<file path="src/rtl/addsub_alu_pkg.sv">
package addsub_alu_pkg;

    typedef enum logic [1:0] {
        ALU_OP_ADC  = 2'd0,
        ALU_OP_SBC  = 2'd1,
        ALU_OP_CMP  = 2'd2,
        ALU_OP_IDLE = 2'd3
    } alu_op_e;

    typedef struct packed {
        logic n;
        logic v;
        logic h;
        logic z;
        logic c;
    } alu_flags_t;

endpackage

</file>
<file path="src/rtl/alu_operand_prep.sv">
import addsub_alu_pkg::*;

module alu_operand_prep #(
    parameter int W = 8
) (
    input  alu_op_e        op,
    input  logic [W-1:0]   b,
    input  logic           c_in,
    output logic [W-1:0]   b_eff,
    output logic           cin_eff,
    output logic           is_arith,
    output logic           is_cmp
);

    always_comb begin
        b_eff    = b;
        cin_eff  = 1'b0;
        is_arith = 1'b0;
        is_cmp   = 1'b0;
        case (op)
            ALU_OP_ADC: begin
                cin_eff  = c_in;
                is_arith = 1'b1;
            end
            ALU_OP_SBC: begin
                b_eff    = ~b;
                cin_eff  = c_in;
                is_arith = 1'b1;
            end
            ALU_OP_CMP: begin
                b_eff    = ~b;
                cin_eff  = 1'b1;
                is_cmp   = 1'b1;
            end
            default: begin
                b_eff    = b;
            end
        endcase
    end

endmodule

</file>
<file path="src/rtl/alu_sum_unit.sv">
module alu_sum_unit #(
    parameter int W = 8
) (
    input  logic [W-1:0] a,
    input  logic [W-1:0] b_eff,
    input  logic         cin,
    output logic [W-1:0] sum,
    output logic         carry,
    output logic         ovf,
    output logic         half
);

    localparam int NIB_W = 4;
    localparam logic [W-1:0] MSB_MASK = {1'b1, {(W-1){1'b0}}};

    logic [W:0]       full;
    logic [W-1:0]     unused_bias_low;
    logic             unused_nib_top;
    logic [NIB_W-1:0] unused_nib_low;

    // unsigned sum: result and carry-out
    assign full  = {1'b0, a} + {1'b0, b_eff} + {{W{1'b0}}, cin};
    assign sum   = full[W-1:0];
    assign carry = full[W];

    // biased first operand plus sign-extended second: bit W flags signed overflow
    assign {ovf, unused_bias_low} = {1'b0, a ^ MSB_MASK}
                                  + {b_eff[W-1], b_eff}
                                  + {{W{1'b0}}, cin};

    // low nibble of result minus (low nibble of A plus carry): bit NIB_W is the half-carry
    assign {unused_nib_top, half, unused_nib_low} =
          {2'b00, full[NIB_W-1:0]}
        - ({2'b00, a[NIB_W-1:0]} + {{(NIB_W+1){1'b0}}, cin});

endmodule

</file>
<file path="src/rtl/addsub_flag_alu.sv">
import addsub_alu_pkg::*;

module addsub_flag_alu #(
    parameter int DATA_W = 8
) (
    input  logic              clk,
    input  logic              rst_n,
    input  logic              in_valid,
    input  logic [1:0]        op,
    input  logic              dest_mem,
    input  logic [DATA_W-1:0] opnd_a,
    input  logic [DATA_W-1:0] opnd_b,
    input  logic              c_in,
    input  logic              v_in,
    input  logic              h_in,
    output logic [DATA_W-1:0] result,
    output logic              flag_n,
    output logic              flag_v,
    output logic              flag_h,
    output logic              flag_z,
    output logic              flag_c,
    output logic              acc_we,
    output logic              mem_we
);

    typedef struct packed {
        logic [DATA_W-1:0] res;
        alu_flags_t        flg;
        logic              acc_we;
        logic              mem_we;
    } alu_state_t;

    alu_state_t st_d, st_q;

    alu_op_e           op_sel;
    logic [DATA_W-1:0] b_eff;
    logic              cin_eff;
    logic              is_arith;
    logic              is_cmp;
    logic [DATA_W-1:0] sum;
    logic              carry;
    logic              ovf;
    logic              half;

    assign op_sel = alu_op_e'(op);

    alu_operand_prep #(.W(DATA_W)) u_prep (
        .op       (op_sel),
        .b        (opnd_b),
        .c_in     (c_in),
        .b_eff    (b_eff),
        .cin_eff  (cin_eff),
        .is_arith (is_arith),
        .is_cmp   (is_cmp)
    );

    alu_sum_unit #(.W(DATA_W)) u_sum (
        .a     (opnd_a),
        .b_eff (b_eff),
        .cin   (cin_eff),
        .sum   (sum),
        .carry (carry),
        .ovf   (ovf),
        .half  (half)
    );

    always_comb begin
        st_d        = st_q;
        st_d.acc_we = 1'b0;
        st_d.mem_we = 1'b0;
        if (in_valid && (is_arith || is_cmp)) begin
            st_d.res   = sum;
            st_d.flg.n = sum[DATA_W-1];
            st_d.flg.z = (sum == '0);
            st_d.flg.c = carry;
            if (is_arith) begin
                st_d.flg.v  = ovf;
                st_d.flg.h  = half;
                st_d.acc_we = ~dest_mem;
                st_d.mem_we = dest_mem;
            end else begin
                st_d.flg.v  = v_in;
                st_d.flg.h  = h_in;
            end
        end
    end

    always_ff @(posedge clk or negedge rst_n) begin
        if (!rst_n) begin
            st_q <= '0;
        end else begin
            st_q <= st_d;
        end
    end

    assign result = st_q.res;
    assign flag_n = st_q.flg.n;
    assign flag_v = st_q.flg.v;
    assign flag_h = st_q.flg.h;
    assign flag_z = st_q.flg.z;
    assign flag_c = st_q.flg.c;
    assign acc_we = st_q.acc_we;
    assign mem_we = st_q.mem_we;

    assert_we_exclusive_R8: assert property (@(posedge clk) disable iff (!rst_n)
        $onehot0({acc_we, mem_we}));

    assert_cmp_no_write_R8: assert property (@(posedge clk) disable iff (!rst_n)
        (in_valid && op == 2'd2) |=> (!acc_we && !mem_we));

    assert_idle_hold_R9: assert property (@(posedge clk) disable iff (!rst_n)
        !in_valid |=> ($stable(result) && $stable({flag_n, flag_v, flag_h, flag_z, flag_c})
                       && !acc_we && !mem_we));

    assert_cmp_carry_R6: assert property (@(posedge clk) disable iff (!rst_n)
        (in_valid && op == 2'd2) |=> (flag_c == ($past(opnd_a) >= $past(opnd_b))
                                      && flag_v == $past(v_in) && flag_h == $past(h_in)));

    assert_adc_sum_R2: assert property (@(posedge clk) disable iff (!rst_n)
        (in_valid && op == 2'd0) |=>
            (result == DATA_W'($past(opnd_a) + $past(opnd_b) + DATA_W'($past(c_in)))));

endmodule

</file>
<file path="config.mk">
export PLATFORM = sky130hd
export DESIGN_NAME = addsub_flag_alu
export DESIGN_NICKNAME = d
export VERILOG_FILES = /design/src/rtl/addsub_alu_pkg.sv /design/src/rtl/alu_operand_prep.sv /design/src/rtl/alu_sum_unit.sv /design/src/rtl/addsub_flag_alu.sv
export SDC_FILE = /design/constraint.sdc
export NUM_CORES = 1
export LEC_CHECK = 0
export ABC_AREA = 1
export BUFFER_PORTS_ARGS = -buffer_cell sky130_fd_sc_hd__buf_2
export CAP_MARGIN = 15
export CORE_MARGIN = 10
export CORE_UTILIZATION = 50
export CTS_CLUSTER_DIAMETER = 150
export DETAILED_ROUTE_END_ITERATION = 6
export PLACE_DENSITY = 0.77
export SLEW_MARGIN = 30
export SYNTH_ARGS = -nofsm -noshare
export SYNTH_HDL_FRONTEND = slang
export SYNTH_HIERARCHICAL = 1
export SYNTH_SLANG_ARGS = --single-unit
</file>
<file path="constraint.sdc">
create_clock -name clk -period 0.8 [get_ports clk]
set_input_delay 0.04 -clock clk [delete_from_list [all_inputs] [get_ports clk]]
set_output_delay 0.04 -clock clk [all_outputs]
set_load 0.01 [all_outputs]
</file>
==> flow_summary.ini <==
[status]
outcome = complete, but fails checks
violations = negative setup slack

[synth]
yosys.area.top_type = sky130_fd_sc_hd__nand2_1
ys_ff_latch = 14
synth_cell_area_mm2 = 0.00138
avgSynthCellArea_um2 = 6.44
number_of_different_library_cells_in_the_post_synthesis_netlist = 22
post_synth_edffs = 0
synth.area.top_cells = sky130_fd_sc_hd__nand2_1, sky130_fd_sc_hd__dfrtp_1, sky130_fd_sc_hd__ha_1
synth.yosys.seq_area_share = 0.253
async_flop_share = 1.00
synthTopCellsByCount = sky130_fd_sc_hd__nand2_1, sky130_fd_sc_hd__inv_1, sky130_fd_sc_hd__ha_1, sky130_fd_sc_hd__dfrtp_1, sky130_fd_sc_hd__nor2_1
postSynth.topFlopCell = sky130_fd_sc_hd__dfrtp_1
synthesis.nets = 258
synth_warnings = 6
area_share_of_the_largest_cell_type_after_synthesis = 0.279
most_used_standard_cell_by_instance_count_after_synthesis = sky130_fd_sc_hd__nand2_1
syn_inst = 215

[sta]
worstMarginPinSlew_ns = 0.296
hold_viol_final = 0
setup_total_negative_slack_ns = -11.68
slew-limit-headroom = 0.803
final.min_clock_period_ns = 2.13
timing.final.max_slew_violations = 0
final_critical_path_setup_slack_ns = -1.33
worst_clock_skew_ns = 0
timing.final.crit_share = 2.67
final_setup_violating_endpoints = 27
setup_repair_after_global_routing_missed_its_margin = true
upper_clock_frequency_limit_ghz = 0.469

[clocking]
cts_made_buffers = 3
cts-htree-levels = 1
worstSkewPairLatency_ns = 0.28
clock_sinks = 14
cts_tree = yes
cts-root-buf = sky130_fd_sc_hd__clkbuf_4
ctsLongestPathBuffers = 2
clkSlewWorstSetupHoldPaths_ns = 0.08

[detailed_routing]
antenna_left = 0
detailedRoute.firstPassIterationCount = 4
postRouteWirelength_um = 4000
met2_wl_post_dr_um = 2100
route.detailed.drc = 0
vias = 1570
drt-vias-per-instance = 4.64
route.detailed.wl_per_inst_um = 11.8
route.layer.met1.wl_um = 1570
routed.top_layer = met4
met3RoutedLength_um = 279
drtIter0Drc = 67

[pwr]
power.static_leakage_nw = 1.40
worst_ir_drop_vdd_mv = 1.69
power_w = 0.00410
power_per_cell_area_mw_per_mm2 = 1790

[final_layout]
layout.core_utilization = 0.845
insertedDiodeCount = 0
final_net_count = 351
layout-drive-gt1-share = 0.459
area_grow_syn2layout_pct = 65.6

[flow_run]
maxCapViolations = 0

[grt]
grt.overflow.total = 0
grt.total_usage = 0.135
grt_pass1_wl_um = 6020
first_global_vias = 1446
largest_net_degree_at_the_start_of_global_routing = 15
grt_antenna_before_repair = 0

[setup_path]
critPathLaunchType = input port
timing.critical_path.arrival_ns = 2.31
crit_required_ns = 0.98
worstSetupEndpointType = register
critical_path.max_fanout = 4
timing_worst_setup_path_type = in -> reg

[floorplanning]
core_region_area_mm2 = 0.00271
row_count = 19
floorplan.die.width_um = 72.6
die_h_um = 72.6
dieArea_mm2 = 0.00527
initial_core_util = 0.511
number_of_top_level_design_ports = 40

[min_path]
hold_path_class = in -> reg

[placement]
port_buffers = 39
detailed_place_hpwl_um = 2700
placement.setup.worst_slack_ns = -1.84
gpl.final_weighted_congestion = 0.860
[worst max-delay path, cell delays in order]
cell	delay, ns
sky130_fd_sc_hd__buf_12	0.09
sky130_fd_sc_hd__inv_12	0.03
sky130_fd_sc_hd__ha_4	0.28
sky130_fd_sc_hd__nand2_2	0.06
sky130_fd_sc_hd__nand2_2	0.08
sky130_fd_sc_hd__inv_2	0.04
sky130_fd_sc_hd__fa_2	0.33
sky130_fd_sc_hd__inv_2	0.09
sky130_fd_sc_hd__fa_2	0.23
sky130_fd_sc_hd__xor2_2	0.18
sky130_fd_sc_hd__inv_2	0.06
sky130_fd_sc_hd__ha_4	0.15
sky130_fd_sc_hd__inv_2	0.05
sky130_fd_sc_hd__ha_4	0.19
sky130_fd_sc_hd__nand2_2	0.06
sky130_fd_sc_hd__nand2_1	0.05
sky130_fd_sc_hd__nand2_1	0.05
sky130_fd_sc_hd__nand2_1	0.04
sky130_fd_sc_hd__nand2_1	0.05
sky130_fd_sc_hd__o21ai_1	0.06
sky130_fd_sc_hd__nand2_1	0.05
sky130_fd_sc_hd__nand2_1	0.04
[path summary, 6_finish.rpt]
| path | startpoint | endpoint | slack, ns | cells after the start |
|---|---|---|---|---|
| min reg2reg | result[6] | result[6] | 0.50 | 2 |
| max in group asynchronous | rst_n | result[6] | 0.40 | 2 |
| max reg2reg | flag_h | flag_h | 0.05 | 3 |
| min in group asynchronous | rst_n | result[1] | 0.17 | 2 |
| max | op[1] | flag_h | -1.33 | 22 |
| min | in_valid | mem_we | 0.03 | 3 |
[kinds of logic (layout without fill, tap and decap cells)]
group | after synthesis | in the layout | synth area share
and+or+nand+nor | 128 | 128 | 0.384
adders and majority gates | 18 | 18 | 0.174
DFF | 14 | 14 | 0.253
buffers and inverters | 44 | 136 | 0.136
AOI/OAI and AO/OA | 8 | 8 | 0.0344
xor gates and xnor gates | 3 | 3 | 0.0190
[power by group]
part	switching [W]	total, W	internal (W)
clock	0.000223	0.000500	0.000277
sequential	0.0000924	0.000957	0.000865
combinational	0.00124	0.00265	0.00140
[per-stage QoR]
stage / hold slack [ns] / instances / cell area [um^2]
after floorplan: -0.256 / 215 / 1450
after global placement: -0.0629 / 315 / 1900
after detailed placement: -0.0615 / 315 / 1900
after CTS: 0.0156 / 334 / 2130
after global routing: 0.0597 / 338 / 2290
final: 0.0319 / 338 / 2290
[cell type report]
class	count	area, um^2
Clock buffer	4	36.3
Timing Repair Buffer	92	667
Sequential cell	14	350
Multi-Input combinational cell	157	1020
Inverter	40	178
Tap cell	31	38.8
Fill cell	165	419
[routing by layer]
metal / vias to the layer above / track usage
li1: 817 / -
met4: 0 / 0.0464
met5: - / 0
met2: 49 / 0.245
met3: 6 / 0.0381
met1: 698 / 0.146
[repair_timing]
action	4_1_cts	5_1_grt
setup endpoints to repair	29	27
setup buffers	13	4
hold buffers	2	0
endpoints found under the hold margin	16	0
gates resized for setup	22	25
pin swaps	13	17
[layout by cell type (no fill, tap or decap), types with 2 or more instances in the layout]
master | netlist | routed
sky130_fd_sc_hd__dfrtp_1 | 14 | 14
sky130_fd_sc_hd__inv_2 | 2 | 7
sky130_fd_sc_hd__dlygate4sd3_1 | 0 | 2
sky130_fd_sc_hd__or2_4 | 1 | 2
sky130_fd_sc_hd__fa_2 | 0 | 2
sky130_fd_sc_hd__nor2_1 | 11 | 10
sky130_fd_sc_hd__ha_4 | 0 | 7
sky130_fd_sc_hd__a21oi_1 | 3 | 3
sky130_fd_sc_hd__nand3_1 | 5 | 4
sky130_fd_sc_hd__buf_6 | 2 | 7
sky130_fd_sc_hd__inv_1 | 38 | 30
sky130_fd_sc_hd__o21ai_1 | 0 | 2
sky130_fd_sc_hd__nand2_1 | 103 | 89
sky130_fd_sc_hd__nand2_4 | 0 | 3
sky130_fd_sc_hd__buf_2 | 0 | 32
sky130_fd_sc_hd__buf_4 | 2 | 49
sky130_fd_sc_hd__inv_12 | 0 | 2
sky130_fd_sc_hd__nand3_2 | 1 | 2
sky130_fd_sc_hd__clkbuf_4 | 0 | 3
sky130_fd_sc_hd__ha_1 | 16 | 9
sky130_fd_sc_hd__nand3b_1 | 2 | 2
sky130_fd_sc_hd__xnor2_2 | 0 | 2
sky130_fd_sc_hd__nand2_2 | 3 | 14
sky130_fd_sc_hd__buf_12 | 0 | 2
[flip-flops by register name, indices dropped and copies added (netlist names)]
| register | count |
|---|---|
| result | 8 |
| acc_we | 1 |
| flag_c | 1 |
| flag_h | 1 |
| flag_v | 1 |
| flag_z | 1 |
| mem_we | 1 |
No activity file was read; power rests on OpenSTA's default activity.
